### config.mk
export PLATFORM = sky130hd
export DESIGN_NAME = can_err_status
export DESIGN_NICKNAME = d
export VERILOG_FILES = /design/src/rtl/can_err_pkg.sv /design/src/rtl/ces_sticky_flags.sv /design/src/rtl/ces_biterr_capture.sv /design/src/rtl/ces_level_status.sv /design/src/rtl/can_err_status.sv
export SDC_FILE = /design/constraint.sdc
export NUM_CORES = 1
export LEC_CHECK = 0
export CORE_UTILIZATION = 27
export CTS_BUF_LIST = sky130_fd_sc_hd__clkbuf_8 sky130_fd_sc_hd__clkbuf_16
export CTS_CLUSTER_SIZE = 16
export DETAILED_ROUTE_END_ITERATION = 8
export PLACE_DENSITY = 0.8
export SKIP_LAST_GASP = 1
export SLEW_MARGIN = 30
export SYNTH_ARGS = -nofsm -noshare
export SYNTH_HDL_FRONTEND = slang
export SYNTH_SLANG_ARGS = --single-unit
### constraint.sdc
create_clock -name clk -period 1.7 [get_ports clk]
set_input_delay 0.51 -clock clk [delete_from_list [all_inputs] [get_ports clk]]
set_output_delay 0.51 -clock clk [all_outputs]
set_load 0.02 [all_outputs]
### src/rtl/can_err_pkg.sv
// Package: shared encodings and field positions for the CAN status word.
// Assumes a 16-bit word with the sticky fields in the upper six bits.
package can_err_pkg;

    localparam int WORD_W = 16;

    // Bit positions of the word; software decodes these.
    localparam int POS_BIT_HI = 15;
    localparam int POS_BIT_LO = 14;
    localparam int POS_ACK    = 13;
    localparam int POS_CRC    = 12;
    localparam int POS_FORM   = 11;
    localparam int POS_STUFF  = 10;
    localparam int POS_TXW    = 9;
    localparam int POS_RXW    = 8;
    localparam int POS_IDLE   = 7;
    localparam int POS_DIR    = 6;
    localparam int POS_FCS_HI = 5;
    localparam int POS_FCS_LO = 4;

    localparam int NUM_STICKY = 4;

    typedef enum logic [1:0] {
        BE_NONE     = 2'b00,
        BE_DOM_LOST = 2'b01,
        BE_REC_LOST = 2'b10
    } biterr_e;

    typedef enum logic [1:0] {
        FS_ACTIVE  = 2'b00,
        FS_PASSIVE = 2'b01,
        FS_BUSOFF  = 2'b10
    } fault_e;

    typedef struct packed {
        logic   tx_warn;
        logic   rx_warn;
        logic   idle;
        logic   dir_tx;
        fault_e fault;
    } level_t;

endpackage

### src/rtl/ces_sticky_flags.sv
// Module: bank of sticky error flags, set by strobes and cleared by a read.
// Assumes strobes last one cycle; a strobe that coincides with a read wins.
module ces_sticky_flags #(
    parameter int N = 4
) (
    input  logic         clk,
    input  logic         rst_n,
    input  logic         clr,
    input  logic         rd,
    input  logic [N-1:0] set,
    output logic [N-1:0] flags
);
    for (genvar i = 0; i < N; i++) begin : g_flag
        // Per-flag sticky register with clear-on-read.
        always_ff @(posedge clk) begin
            if (!rst_n || clr) begin
                flags[i] <= 1'b0;
            end else if (set[i]) begin
                flags[i] <= 1'b1;
            end else if (rd) begin
                flags[i] <= 1'b0;
            end
        end
    end
endmodule

### src/rtl/ces_biterr_capture.sv
// Module: captures the first unmasked transmit bit error as a 2-bit code.
// Assumes the mask is high during arbitration, the ACK slot and passive flags.
module ces_biterr_capture
    import can_err_pkg::*;
(
    input  logic    clk,
    input  logic    rst_n,
    input  logic    clr,
    input  logic    rd,
    input  logic    dom_lost,
    input  logic    rec_lost,
    input  logic    mask,
    output biterr_e code
);
    biterr_e ev;

    // Encode this cycle's event; dominant-lost has priority.
    always_comb begin
        ev = BE_NONE;
        if (!mask) begin
            if (dom_lost)      ev = BE_DOM_LOST;
            else if (rec_lost) ev = BE_REC_LOST;
        end
    end

    // Hold the first code; a read reloads with this cycle's event.
    always_ff @(posedge clk) begin
        if (!rst_n || clr) begin
            code <= BE_NONE;
        end else if (rd || code == BE_NONE) begin
            code <= ev;
        end
    end
endmodule

### src/rtl/ces_level_status.sv
// Module: registers the level fields (warnings, idle, direction, fault state).
// Assumes counters saturate within CNT_W bits; reads have no effect here.
module ces_level_status
    import can_err_pkg::*;
#(
    parameter int CNT_W    = 9,
    parameter int WARN_LIM = 96,
    parameter int PASS_LIM = 128,
    parameter int OFF_LIM  = 256
) (
    input  logic             clk,
    input  logic             rst_n,
    input  logic             clr,
    input  logic [CNT_W-1:0] tx_cnt,
    input  logic [CNT_W-1:0] rx_cnt,
    input  logic             bus_idle,
    input  logic             is_tx,
    input  logic             bus_off,
    output level_t           lvl
);
    localparam logic [CNT_W-1:0] WARN_C = CNT_W'(WARN_LIM);
    localparam logic [CNT_W-1:0] PASS_C = CNT_W'(PASS_LIM);
    localparam logic [CNT_W-1:0] OFF_C  = CNT_W'(OFF_LIM);

    level_t nxt;

    // Derive the next level fields from the counters and bus levels.
    always_comb begin
        nxt.tx_warn = (tx_cnt >= WARN_C);
        nxt.rx_warn = (rx_cnt >= WARN_C);
        nxt.idle    = bus_idle;
        nxt.dir_tx  = is_tx;
        if (bus_off || tx_cnt >= OFF_C) begin
            nxt.fault = FS_BUSOFF;
        end else if (tx_cnt >= PASS_C || rx_cnt >= PASS_C) begin
            nxt.fault = FS_PASSIVE;
        end else begin
            nxt.fault = FS_ACTIVE;
        end
    end

    // Refresh every cycle; a soft reset forces zero for one edge.
    always_ff @(posedge clk) begin
        if (!rst_n || clr) begin
            lvl <= '0;
        end else begin
            lvl <= nxt;
        end
    end
endmodule

### src/rtl/can_err_status.sv
// Module: top of the CAN error/status capture word.
// Combines sticky error flags, the bit-error code and the level fields into a
// 16-bit word. Assumes strobes are synchronous to clk and one cycle wide.
module can_err_status
    import can_err_pkg::*;
#(
    parameter int CNT_W    = 9,
    parameter int WARN_LIM = 96,
    parameter int PASS_LIM = 128,
    parameter int OFF_LIM  = 256
) (
    input  logic             clk,
    input  logic             rst_n,
    input  logic             soft_rst,
    input  logic             rd_stb,
    input  logic             biterr_dom,
    input  logic             biterr_rec,
    input  logic             ack_err,
    input  logic             crc_err,
    input  logic             form_err,
    input  logic             stuff_err,
    input  logic             in_arb,
    input  logic             in_ack_slot,
    input  logic             passive_flag,
    input  logic [CNT_W-1:0] tx_cnt,
    input  logic [CNT_W-1:0] rx_cnt,
    input  logic             bus_idle,
    input  logic             is_tx,
    input  logic             bus_off,
    output logic [WORD_W-1:0] status
);
    logic [NUM_STICKY-1:0] sticky;
    biterr_e               bcode;
    level_t                lvl;
    logic                  bmask;

    // Bit errors are expected during arbitration, ACK slot and passive flag.
    assign bmask = in_arb | in_ack_slot | passive_flag;

    ces_sticky_flags #(.N(NUM_STICKY)) u_flags (
        .clk   (clk),
        .rst_n (rst_n),
        .clr   (soft_rst),
        .rd    (rd_stb),
        .set   ({ack_err, crc_err, form_err, stuff_err}),
        .flags (sticky)
    );

    ces_biterr_capture u_bit (
        .clk      (clk),
        .rst_n    (rst_n),
        .clr      (soft_rst),
        .rd       (rd_stb),
        .dom_lost (biterr_dom),
        .rec_lost (biterr_rec),
        .mask     (bmask),
        .code     (bcode)
    );

    ces_level_status #(
        .CNT_W    (CNT_W),
        .WARN_LIM (WARN_LIM),
        .PASS_LIM (PASS_LIM),
        .OFF_LIM  (OFF_LIM)
    ) u_lvl (
        .clk      (clk),
        .rst_n    (rst_n),
        .clr      (soft_rst),
        .tx_cnt   (tx_cnt),
        .rx_cnt   (rx_cnt),
        .bus_idle (bus_idle),
        .is_tx    (is_tx),
        .bus_off  (bus_off),
        .lvl      (lvl)
    );

    // Assemble the word from the registered fields.
    always_comb begin
        status = '0;
        status[POS_BIT_HI:POS_BIT_LO] = bcode;
        status[POS_ACK]   = sticky[3];
        status[POS_CRC]   = sticky[2];
        status[POS_FORM]  = sticky[1];
        status[POS_STUFF] = sticky[0];
        status[POS_TXW]   = lvl.tx_warn;
        status[POS_RXW]   = lvl.rx_warn;
        status[POS_IDLE]  = lvl.idle;
        status[POS_DIR]   = lvl.dir_tx;
        status[POS_FCS_HI:POS_FCS_LO] = lvl.fault;
    end
endmodule

Word level (Yosys, flattened, before mapping)
Index checks and enable logic that the tools add are counted.

word-level totals
  register bits = 12
  bits in latches = 0
  RAM bits = 0
  memory bits (read-only) = 0
  input bits = 34
  output and inout bits = 16
  logic and storage cells = 39
  memories kept = 0

cells by class
  $add $sub $neg = 0
  multiply operators = 0
  div/mod/pow operators = 0
  order comparisons = 5
  eq/ne operators = 0
  shift operators = 0
  muxes and demuxes = 10
  bitwise operators = 2
  reductions and logical operators = 11

operators with widths
  cell                  count
  $ge A9 B7 Y1 const B  2
  $ge A9 B8 Y1 const B  2
  $ge A9 B9 Y1 const B  1
  $mux W2               4
  $reduce_bool A2 Y1    4
  $mux W1               6
  $logic_or A1 B1 Y1    4
  $logic_not A2 Y1      1
  $or A1 B1 Y1          2
  $reduce_or A2 Y1      1
  $logic_not A1 Y1      1

Longest topological paths before layout
  depth after elaboration = 4
  gate-level depth with buffers = 3
  gate-level depth less buffers = 3

Cells and area by module
A second synthesis with hierarchy kept.

second synthesis, totals
  cell total of the unflattened synthesis = 52
  area, all modules = 489.2 µm²

by module, submodules not included
  module              times used  cells an instance  area an instance (µm²)  sequential area each (µm²)
  ces_level_status    1           19                 196.4                   120.1
  ces_sticky_flags    1           17                 165.2                   80.1
  ces_biterr_capture  1           10                 87.6                    40.0
  can_err_status      1           6                  40.0                    0.0

Worst setup path before layout
OpenSTA, ideal clock, no wires.

  kind = input to register
  start point = input port rst_n
  end point = register u_bit.code[1]
  library setup time = 0.069 ns
  arrival time = 0.900 ns
  data required time = 1.631 ns
  path slack = 0.731 ns
  stages = 3
  buffers on the path = 0
  cells stage by stage = nor2b_2 > nand3b_1 > o21ai_1

between the ends
  cells in the longest elaborated chain, start to end = 2

RTL lines
  what                  RTL line                  text
  from (decl)           can_err_status.sv:13      input logic rst_n,
  $logic_not A1 Y1      ces_biterr_capture.sv:28  if (!rst_n || clr) begin
  $logic_or A1 B1 Y1    ces_biterr_capture.sv:28
  to (signal assigned)  ces_biterr_capture.sv:31  code <= ev;
  to (decl)             ces_biterr_capture.sv:13  output biterr_e code

No other way between the ends.
A chain may end at the register's enable or synchronous reset.

Final worst setup path
  start point = register u_flags.flags[3]
  end point = output port status[13]

RTL lines
  what                               RTL line                text
  from (decl)                        ces_sticky_flags.sv:11  output logic [N-1:0] flags
  from (signal, indexed assignment)  ces_sticky_flags.sv:17  flags[i] <= 1'b0;
  from (signal, indexed assignment)  ces_sticky_flags.sv:19  flags[i] <= 1'b1;
  from (signal, indexed assignment)  ces_sticky_flags.sv:21  flags[i] <= 1'b0;
  to (decl)                          can_err_status.sv:30    output logic [WORD_W-1:0] status

No word-level cell between the ends.

==> metrics.yaml <==
netlist-cell-type-count: 17
cp_data_arrival_time_ps: 1160
critPathMaxStageDelay_ps: 600
route.detailed.wl_per_inst_um: 10.3
fin_setup_tns_ps: 0
post-route-drc-count: 0
grt_max_degree: 8
clock_tree.htree_level_count: 1
yosys.area_share.simple_pct: 20.8
reg2reg_end: "u_bit.code[1]"
worstPathRequired_ps: 1190
clock_power_share_pct: 41.9
reg2reg_slack_ps: 850
setup.worst_path.end_class: "output pin"
async_flop_share_pct: 0
final_layout_size_suffix_gt1_share_pct: 5.95
timing_limited_maximum_frequency_mhz: 598
drt_pass1_iterations: 2
drt-initial-drc-count: 3
critical_path.startpoint_type: "flop"
finalHoldViolCount: 0
cts-buffers-inserted: 3
tritoncts: "yes"
final_design_utilization_pct: 60.5
num-nets-final: 119
seq_power_share_pct: 41.4
worstSetupStartpoint: "u_flags.flags[3]"
synth_top_family_by_area: "simple AND/OR/NAND/NOR gates"
most_frequent_standard_cell_in_the_layout_excluding_fill_and_tap_cells: "clkdlybuf4s50_1"
timing.final.setup_violations: 0
global_route.usage.total_pct: 11.9
io_pins: 50
mostFrequentLayoutCells: "clkdlybuf4s50_1, dfxtp_1, nor2_1"
p_leak_nw: 0.383
total_switching_power_w: 0.000147
yosysWarningCount: 0
post_synth.cell_area_avg_um2: 9.28
outcome: "complete, no violations"
fp.coreArea_mm2: 0.00138
synth_enable_flop_cells: 0
grt_first_pass_wirelength_um: 1600
p_per_area_mw_per_mm2: 855
critical_path.reg2reg.startpoint: "u_bit.code[1]"
clkSinkCount: 12
finalCritPeriodShare_pct: 98.4
path_depth: 1
post_synth_fa_ha_maj_area_fraction_pct: 0
synth_xor_area_share_pct: 0
totalWireLength_um: 1020
ant_nets: 0
cp_capture_point: "status[13]"
synth_sequential_area_ratio_pct: 56.3
cts_max_path_buffers: 2
p_int_w: 0.000569
hold_buffers: 0
muxShareOfSynthArea_pct: 0
grt_setup_unrepaired: "false"
vdd_ir_drop_max_uv: 458
syn-instance-count: 46
switching_share_pct: 20.5
post_drt_via_cell_ratio: 4.43
buffer_and_inverter_count_on_the_worst_path: 1
worst_path_max_delay_cell: "clkdlybuf4s50_1"
final-max-slew-violation-count: 0
routed-via-count: 439
layout.filler_cells: 127
port_buffers: 35
globalplace.congestion: 0.698
layout-area-overhead-vs-synth_pct: 96.2
worstPathCellList: "clkdlybuf4s50_1"
num_antenna_cells: 0
layout.cell_area.non_filler_um2: 837
clk_transition_reported_paths_ps: 50
clkLatencyLatePin_ps: 230
seqCellArea_um2: 240
crit_family: "buffers and inverters"
initial_antenna_violation_count: 0
synth_compound_area_share_pct: 14.1
starting_utilization_of_the_core_area_pct: 30.9
gr_ovfl_total: 0
finalClockSkew_ps: 0.598
ctsRootBufferMaster: "clkbuf_8"
final.min_clock_period_ps: 1670
detailed_place.area_um2: 777
dieHeight_um: 41.8
synth_top_flop_cell: "dfxtp_1"
synth_area_leader_cell: "dfxtp_1"
drv_cap: 0
combPwrFrac_pct: 16.7
synth_top_area_share_pct: 56.3
core.rowCount: 13
synth.cell_area_um2: 427
place.detailed.hpwl_um: 848
die_w_um: 41.8
timing.critical_path.fanout_max: 2
multi_input_comb_area_um2: 164
worst_hold_path_type: "flop to flop"
reg2reg_depth: 3
synth_top_cells_by_area: "dfxtp_1, nor2_1, buf_4, a21oi_1, a211oi_1"
critPathKind: "flop to output pin"
die_area_mm2: 0.00174
first_global_vias: 430
synth-seq-cells: 12
-- synth_stat cells (2+ instances only) --
master / count
buf_4: 4
nor2_1: 9
a211oi_1: 2
a21oi_1: 4
and2_1: 2
nand3_1: 2
dfxtp_1: 12
o21ai_1: 2
-- state kept, by name (all words and copies together), names as in the netlist --
name           count
u_lvl.lvl          6
u_flags.flags      4
u_bit.code         2
-- worst min path at each step --
stage	to	start	depth (start not counted)	slack [ps]
finish	u_flags.flags[1]	u_flags.flags[1]	2	470
global route	u_bit.code[0]	u_bit.code[0]	2	510
global placement	u_bit.code[1]	u_bit.code[1]	2	460
detailed placement	u_flags.flags[1]	u_flags.flags[1]	2	470
floorplan	u_bit.code[0]	u_bit.code[0]	2	550
CTS	u_flags.flags[1]	u_flags.flags[1]	2	480
-- power groups by stage --
stage / Sequential, W / Combinational, W / Clock [W]
2_1_floorplan: 0.000317 / 0.0000333 / 0
3_3_place_gp: 0.000302 / 0.000120 / 0
3_5_place_dp: 0.000303 / 0.000121 / 0
4_1_cts: 0.000297 / 0.000121 / 0.000310
5_1_grt: 0.000297 / 0.000130 / 0.000320
6_report: 0.000297 / 0.000119 / 0.000300
-- layout make-up --
type | count | area share [%]
Timing Repair Buffer | 35 | 42.5
Sequential cell | 12 | 28.7
Multi-Input combinational cell | 32 | 19.6
Clock buffer | 4 | 6.58
Tap cell | 15 | 2.24
Inverter | 1 | 0.448
-- metal layers --
metal | GRT usage [%] | vias up | share of wire (%)
met5 | 0 | - | 0
met4 | 3.87 | 0 | 0
met3 | 5.65 | 0 | 13
met2 | 20.3 | 29 | 45
met1 | 12.7 | 188 | 41
li1 | - | 222 | -
-- logic make-up (layout without fill, tap and decap cells) --
kind of cell,Yosys count,in the layout
flops,12,12
buf+inv,5,40
simple gates,18,18
other cells,1,4
compound gates,10,10
-- what timing repair did --
item	4_1_cts	5_1_grt
gates cloned	0	0
gates resized for setup	2	3
pin swaps	0	0
setup endpoints to repair	2	3
buffers inserted	0	0
-- through the flow --
| step | total power, W | setup WS [ps] | cells | hold slack (ps) |
|---|---|---|---|---|
| after global placement | 0.000422 | 166 | 95 | 461 |
| after CTS | 0.000728 | 10.4 | 99 | 482 |
| after floorplan | 0.000350 | 731 | 49 | 548 |
| after detailed placement | 0.000424 | 108 | 95 | 472 |
| after global routing | 0.000747 | 6.02 | 99 | 513 |
| final | 0.000716 | 27.7 | 99 | 471 |
Power figures use the tool's default switching activity.
